`config.mk`:
```
export PLATFORM = sky130hd
export DESIGN_NAME = pt_walker
export DESIGN_NICKNAME = d
export VERILOG_FILES = /design/src/rtl/pt_walk_pkg.sv /design/src/rtl/pt_walk_addr.sv /design/src/rtl/pt_walk_ctrl.sv /design/src/rtl/pt_walker.sv
export SDC_FILE = /design/constraint.sdc
export NUM_CORES = 1
export LEC_CHECK = 0
export ABC_AREA = 1
export CORE_MARGIN = 2
export CORE_UTILIZATION = 54
export CTS_BUF_LIST = sky130_fd_sc_hd__clkbuf_4
export CTS_CLUSTER_DIAMETER = 100
export DETAILED_ROUTE_END_ITERATION = 7
export PLACE_DENSITY = 0.88
export SLEW_MARGIN = 20
export SYNTH_ARGS = -nofsm -noshare
export SYNTH_HDL_FRONTEND = slang
export SYNTH_SLANG_ARGS = --single-unit
```
`constraint.sdc`:
```
create_clock -name clk_i -period 7.8 [get_ports clk_i]
set_clock_uncertainty 0.15 [all_clocks]
set_input_delay 1.56 -clock clk_i [delete_from_list [all_inputs] [get_ports clk_i]]
set_output_delay 1.56 -clock clk_i [all_outputs]
set_load 0.005 [all_outputs]
```
`src/rtl/pt_walk_pkg.sv`:
```
package pt_walk_pkg;
  typedef enum logic [2:0] {
    ST_IDLE,
    ST_RD_TOP,
    ST_RD_LEAF,
    ST_DONE,
    ST_FAULT
  } walk_st_e;

  localparam int unsigned PRESENT_BIT = 0;
endpackage

```
`src/rtl/pt_walk_addr.sv`:
```
module pt_walk_addr
  import pt_walk_pkg::*;
#(
  parameter int unsigned VA_W        = 32,
  parameter int unsigned IDX_W       = 10,
  parameter int unsigned OFF_W       = 12,
  parameter int unsigned PA_W        = 32,
  parameter int unsigned ENTRY_SHIFT = 2
) (
  input  walk_st_e              st_i,
  input  logic [VA_W-1:0]       vaddr_i,
  input  logic [PA_W-1:0]       root_i,
  input  logic [PA_W-OFF_W-1:0] tbl_frame_i,
  output logic [PA_W-1:0]       addr_o
);
  localparam int unsigned FRAME_W = PA_W - OFF_W;

  logic [IDX_W-1:0] top_idx, leaf_idx, idx;
  logic [PA_W-1:0]  base;
  logic             unused_off;

  assign top_idx    = vaddr_i[VA_W-1 -: IDX_W];
  assign leaf_idx   = vaddr_i[OFF_W +: IDX_W];
  assign unused_off = ^vaddr_i[OFF_W-1:0];

  always_comb begin
    if (st_i == ST_RD_LEAF) begin
      base = {tbl_frame_i[FRAME_W-1:0], {OFF_W{1'b0}}};
      idx  = leaf_idx;
    end else begin
      base = root_i;
      idx  = top_idx;
    end
    addr_o = base + (PA_W'(idx) << ENTRY_SHIFT);
  end
endmodule

```
`src/rtl/pt_walk_ctrl.sv`:
```
module pt_walk_ctrl
  import pt_walk_pkg::*;
#(
  parameter int unsigned VA_W  = 32,
  parameter int unsigned OFF_W = 12,
  parameter int unsigned PTE_W = 32
) (
  input  logic                   clk_i,
  input  logic                   rst_ni,
  input  logic                   req_valid_i,
  input  logic [VA_W-1:0]        vaddr_i,
  input  logic [PTE_W-1:0]       root_i,
  input  logic                   rvalid_i,
  input  logic [PTE_W-1:0]       rdata_i,
  output walk_st_e               st_o,
  output logic [VA_W-1:0]        va_o,
  output logic [PTE_W-1:0]       root_o,
  output logic [PTE_W-OFF_W-1:0] tbl_frame_o,
  output logic [PTE_W-1:0]       paddr_o,
  output logic                   fault_lvl_o
);
  localparam int unsigned FRAME_W = PTE_W - OFF_W;

  walk_st_e           st_q;
  logic [VA_W-1:0]    va_q;
  logic [PTE_W-1:0]   root_q, pa_q;
  logic [FRAME_W-1:0] frame_q;
  logic               lvl_q;
  logic               present;
  logic               unused_flags;

  assign present      = rdata_i[PRESENT_BIT];
  assign unused_flags = ^rdata_i[OFF_W-1:1];

  always_ff @(posedge clk_i or negedge rst_ni) begin
    if (!rst_ni) begin
      st_q    <= ST_IDLE;
      va_q    <= '0;
      root_q  <= '0;
      frame_q <= '0;
      pa_q    <= '0;
      lvl_q   <= 1'b0;
    end else begin
      unique case (st_q)
        ST_IDLE: if (req_valid_i) begin
          va_q   <= vaddr_i;
          root_q <= root_i;
          st_q   <= ST_RD_TOP;
        end
        ST_RD_TOP: if (rvalid_i) begin
          if (present) begin
            frame_q <= rdata_i[PTE_W-1:OFF_W];
            st_q    <= ST_RD_LEAF;
          end else begin
            lvl_q <= 1'b0;
            st_q  <= ST_FAULT;
          end
        end
        ST_RD_LEAF: if (rvalid_i) begin
          if (present) begin
            pa_q <= {rdata_i[PTE_W-1:OFF_W], va_q[OFF_W-1:0]};
            st_q <= ST_DONE;
          end else begin
            lvl_q <= 1'b1;
            st_q  <= ST_FAULT;
          end
        end
        default: st_q <= ST_IDLE;  // DONE / FAULT last one cycle
      endcase
    end
  end

  assign st_o        = st_q;
  assign va_o        = va_q;
  assign root_o      = root_q;
  assign tbl_frame_o = frame_q;
  assign paddr_o     = pa_q;
  assign fault_lvl_o = lvl_q;
endmodule

```
`src/rtl/pt_walker.sv`:
```
module pt_walker
  import pt_walk_pkg::*;
#(
  parameter int unsigned IDX_W       = 10,
  parameter int unsigned OFF_W       = 12,
  parameter int unsigned ENTRY_SHIFT = 2
) (
  input  logic        clk_i,
  input  logic        rst_ni,
  input  logic        req_valid_i,
  input  logic [31:0] req_vaddr_i,
  input  logic [31:0] root_base_i,
  output logic        ready_o,
  output logic        mem_req_o,
  output logic [31:0] mem_addr_o,
  input  logic        mem_rvalid_i,
  input  logic [31:0] mem_rdata_i,
  output logic        done_o,
  output logic [31:0] paddr_o,
  output logic        fault_o,
  output logic        fault_lvl_o
);
  localparam int unsigned VA_W  = 2 * IDX_W + OFF_W;
  localparam int unsigned PTE_W = 32;

  walk_st_e                st;
  logic [VA_W-1:0]         va;
  logic [PTE_W-1:0]        root;
  logic [PTE_W-OFF_W-1:0]  tbl_frame;

  pt_walk_ctrl #(.VA_W(VA_W), .OFF_W(OFF_W), .PTE_W(PTE_W)) u_ctrl (
    .clk_i       (clk_i),
    .rst_ni      (rst_ni),
    .req_valid_i (req_valid_i),
    .vaddr_i     (req_vaddr_i[VA_W-1:0]),
    .root_i      (root_base_i),
    .rvalid_i    (mem_rvalid_i),
    .rdata_i     (mem_rdata_i),
    .st_o        (st),
    .va_o        (va),
    .root_o      (root),
    .tbl_frame_o (tbl_frame),
    .paddr_o     (paddr_o),
    .fault_lvl_o (fault_lvl_o)
  );

  pt_walk_addr #(
    .VA_W(VA_W), .IDX_W(IDX_W), .OFF_W(OFF_W), .PA_W(PTE_W), .ENTRY_SHIFT(ENTRY_SHIFT)
  ) u_addr (
    .st_i        (st),
    .vaddr_i     (va),
    .root_i      (root),
    .tbl_frame_i (tbl_frame),
    .addr_o      (mem_addr_o)
  );

  assign ready_o   = (st == ST_IDLE);
  assign mem_req_o = (st == ST_RD_TOP) || (st == ST_RD_LEAF);
  assign done_o    = (st == ST_DONE);
  assign fault_o   = (st == ST_FAULT);

  AST_IDLE_NO_READ: assert property (@(posedge clk_i) disable iff (!rst_ni)
    ready_o |-> !mem_req_o);
  AST_REQ_HOLD: assert property (@(posedge clk_i) disable iff (!rst_ni)
    (mem_req_o && !mem_rvalid_i) |=> (mem_req_o && $stable(mem_addr_o)));
  AST_TOP_FAULT: assert property (@(posedge clk_i) disable iff (!rst_ni)
    (st == ST_RD_TOP && mem_rvalid_i && !mem_rdata_i[PRESENT_BIT]) |=> (fault_o && !fault_lvl_o));
  AST_LEAF_FAULT: assert property (@(posedge clk_i) disable iff (!rst_ni)
    (st == ST_RD_LEAF && mem_rvalid_i && !mem_rdata_i[PRESENT_BIT]) |=> (fault_o && fault_lvl_o));
  AST_DONE_PULSE: assert property (@(posedge clk_i) disable iff (!rst_ni)
    done_o |=> (!done_o && ready_o));
  AST_FAULT_PULSE: assert property (@(posedge clk_i) disable iff (!rst_ni)
    fault_o |=> (!fault_o && ready_o));
  AST_END_EXCL: assert property (@(posedge clk_i) disable iff (!rst_ni)
    !(done_o && fault_o));
endmodule

```
==> flow_summary.toml <==
[run_status]
outcome = "complete, no violations"

[cts]
postCtsSetupRepairBufs = 0
cts-root-buf = "clkbuf_4"
clkSinkCount = 120
cts-buffers-inserted = 17
cts.clk_slew.worst_paths_ns = 0.11
tritoncts = "done"
ctsResizeCount = 0
htreeDepth = 4
clk_latency_ns = 0.52
clk_path_buf_depth = 2
cts_hold_buf = 0

[cells_and_area]
layout_common_cells = "nand2_1 (192), clkdlybuf4s50_1 (156), dfrtp_1 (120), inv_1 (101), nor2_1 (54)"
drive_above_1_share = 0.109
fill_cells = 865
area_delta_synth_final_pct = 30.2
nNetsFinal = 984
layout_commonest_cell = "nand2_1"

[route]
viasPerCell = 5.05
drc = 0
ant_nets = 0
routedWlPerCell_um = 14.2
drt_iter0_drc = 291
via_count = 5199
dr.pass1.iters = 4
drt_wl_total_um = 14700

[power]
peakVddDrop_v = 0.000340
p_comb_frac = 0.609
pwr-share-seq = 0.287
netSwitchingFraction = 0.410
p_clk_frac = 0.104
netSwitchingPower_w = 0.00156
p_leak_nw = 4.02
power.internal_w = 0.00223
pwr_density_cell_nw_per_um2 = 472

[worst_setup_path]
path_buf_inv = 5
critPathLaunchType = "flip-flop"
critical_path.max_fanout = 51
worst_ep_arrival_time_ns = 4.63
slowest_stage = "inv_1"
end_kind = "output pin"
max_stage_delay_ns = 0.60
path_delay_family = "buffers and inverters"
cp_cell_sequence = "inv_2 -> nand3_4 -> inv_1 -> or2_2 -> o21ai_0 -> fa_1 -> inv_1 -> nand3_1 -> nand3_1 -> nand2_1 -> inv_1 -> nand3_1 -> xor2_1 -> clkdlybuf4s50_1"
reg2regPathDepth = 6
cp.depth = 14
required_ns = 6.09
critPathKind = "reg2out"

[timing]
tightest_slew_ns = 0.974
setup_ws_ns = 1.46
fin_crit_ns = 6.34
rsz0062_at_grt = "false"
fin_crit_sh = 0.812
hold_viol_final = 0
max-slew-margin-rel = 0.350
fin_tns_setup_ns = 0
drv_slew = 0
fmax_mhz = 158
setup_viol = 0

[synth]
synthCells = 721
ys_types = 32
synth_nets = 832
avgSynthCellArea_sq_um = 8.56
synth.top_cell.area_share = 0.487
synth_ff_type = "dfrtp_1"
synth_area_sq_um = 6170
synth.largest_area_cell = "dfrtp_1"
yosysWarnings = 0
synth_seq_cells = 120
synth_area_leaders = "dfrtp_1 (49%), nand2_1 (12%), mux2_2 (9.5%)"
ys_async_sr_fraction = 1.00
synth_edf_count = 0
yosysSeqAreaShare = 0.487

[global_routing]
antenna_found_initial = 1
grt_util_all_layers = 0.248
grt_overflow = 0
grt_pass1_wl_um = 24400
grt_pass1_vias = 5161
grt_max_degree = 84

[placement]
dp_slack_ns = 1.96
dp_hpwl_um = 11200
io_buffers = 157
gp_congestion = 0.898

[die]
die_w_um = 111
start_util = 0.547
io-pin-count = 169
dieHeight_um = 111
die_area_sq_um = 12300
rows = 39
placeableCoreArea_sq_um = 11300

[min_path]
hold_class = "reg2reg"
hold_path_depth = 2

[job]
drv_cap = 0
==> per-stage QoR <==
step,util,total power [W],instances,area (sq um),hold slack (ns)
2_1_floorplan,-,0.00240,721,6170,0.294
3_3_place_gp,0.690,0.00334,997,7780,0.309
3_5_place_dp,0.690,0.00341,997,7780,0.317
4_1_cts,0.712,0.00381,1029,8030,0.344
5_1_grt,0.713,0.00412,1030,8030,0.371
6_report,0.713,0.00379,1030,8030,0.341
==> per-layer routing <==
layer	wire (um)	vias to the layer above	track usage	share of wire
met5	0	-	0	0
met1	6220	2444	0.313	0.42
met3	929	22	0.0596	0.063
met2	7270	146	0.422	0.50
met4	245	0	0.0817	0.017
li1	-	2587	-	-
==> registers in the layout, summed over array words and instances (netlist names) <==
register and flops:
u_ctrl.fault_lvl_o 1, u_ctrl.tbl_frame_o 20, u_ctrl.va_o 32, u_ctrl.root_o 32, u_ctrl.st_o 3, u_ctrl.paddr_o 32
==> final cells by class <==
class | instances | area, sq um | area share
Clock inverter | 15 | 118 | 0.0146
Sequential cell | 120 | 3000 | 0.374
Clock buffer | 17 | 128 | 0.0159
Timing Repair Buffer | 159 | 1580 | 0.197
Tap cell | 143 | 179 | 0.0223
Inverter | 103 | 387 | 0.0481
Antenna cell | 1 | 2.50 | 0.000312
Multi-Input combinational cell | 472 | 2630 | 0.328
==> worst paths after layout <==
path | startpoint | end | slack [ns]
min reg2reg | u_ctrl.tbl_frame_o[13]$_DFFE_PN0P_ | u_ctrl.tbl_frame_o[13]$_DFFE_PN0P_ | 0.34
max | u_ctrl.st_o[0]$_DFFE_PN0P_ | mem_addr_o[18] | 1.46
max reg2reg | u_ctrl.st_o[0]$_DFFE_PN0P_ | u_ctrl.paddr_o[3]$_DFFE_PN0P_ | 5.00
min in group asynchronous | rst_ni | u_ctrl.va_o[6]$_DFFE_PN0P_ | 0.92
min | u_ctrl.tbl_frame_o[13]$_DFFE_PN0P_ | u_ctrl.tbl_frame_o[13]$_DFFE_PN0P_ | 0.34
max in group asynchronous | rst_ni | u_ctrl.root_o[23]$_DFFE_PN0P_ | 5.30
==> power groups by stage <==
stage | clock network (W) | registers, W | logic (W)
after floorplan | 0 | 0.00107 | 0.00133
after global placement | 0 | 0.00108 | 0.00226
after detailed placement | 0 | 0.00110 | 0.00231
after CTS | 0.000402 | 0.00109 | 0.00232
after global routing | 0.000427 | 0.00113 | 0.00257
final | 0.000393 | 0.00109 | 0.00231
==> tightest hold or removal path, delay by kind of cell, from the launching register on <==
| family | cells | cell delay (ns) |
|---|---|---|
| compound gates | 1 | 0.06 |
| simple gates | 1 | 0.05 |
| flops | 1 | 0.35 |
==> cell families after synthesis <==
| logic type | Yosys count | share of synthesized area |
|---|---|---|
| adders and majority gates | 11 | 0.0235 |
| buffers and inverters | 129 | 0.0882 |
| DFF | 120 | 0.487 |
| muxes | 57 | 0.104 |
| and+or+nand+nor | 303 | 0.203 |
| xor gates and xnor gates | 16 | 0.0227 |
| AOI/OAI and AO/OA | 85 | 0.0720 |
==> cells in the mapped netlist, types with 6 or more instances <==
library cell  instances
clkbuf_1             13
dfrtp_1             120
a21oi_1              29
o21ai_0              47
nor2_1               54
buf_6                 6
nand2_1             194
nand4_1               6
ha_1                 10
nand3_1              33
mux2_2               52
inv_1               101
xor2_1               11
Note: power is estimated with default switching activity, not from simulation.
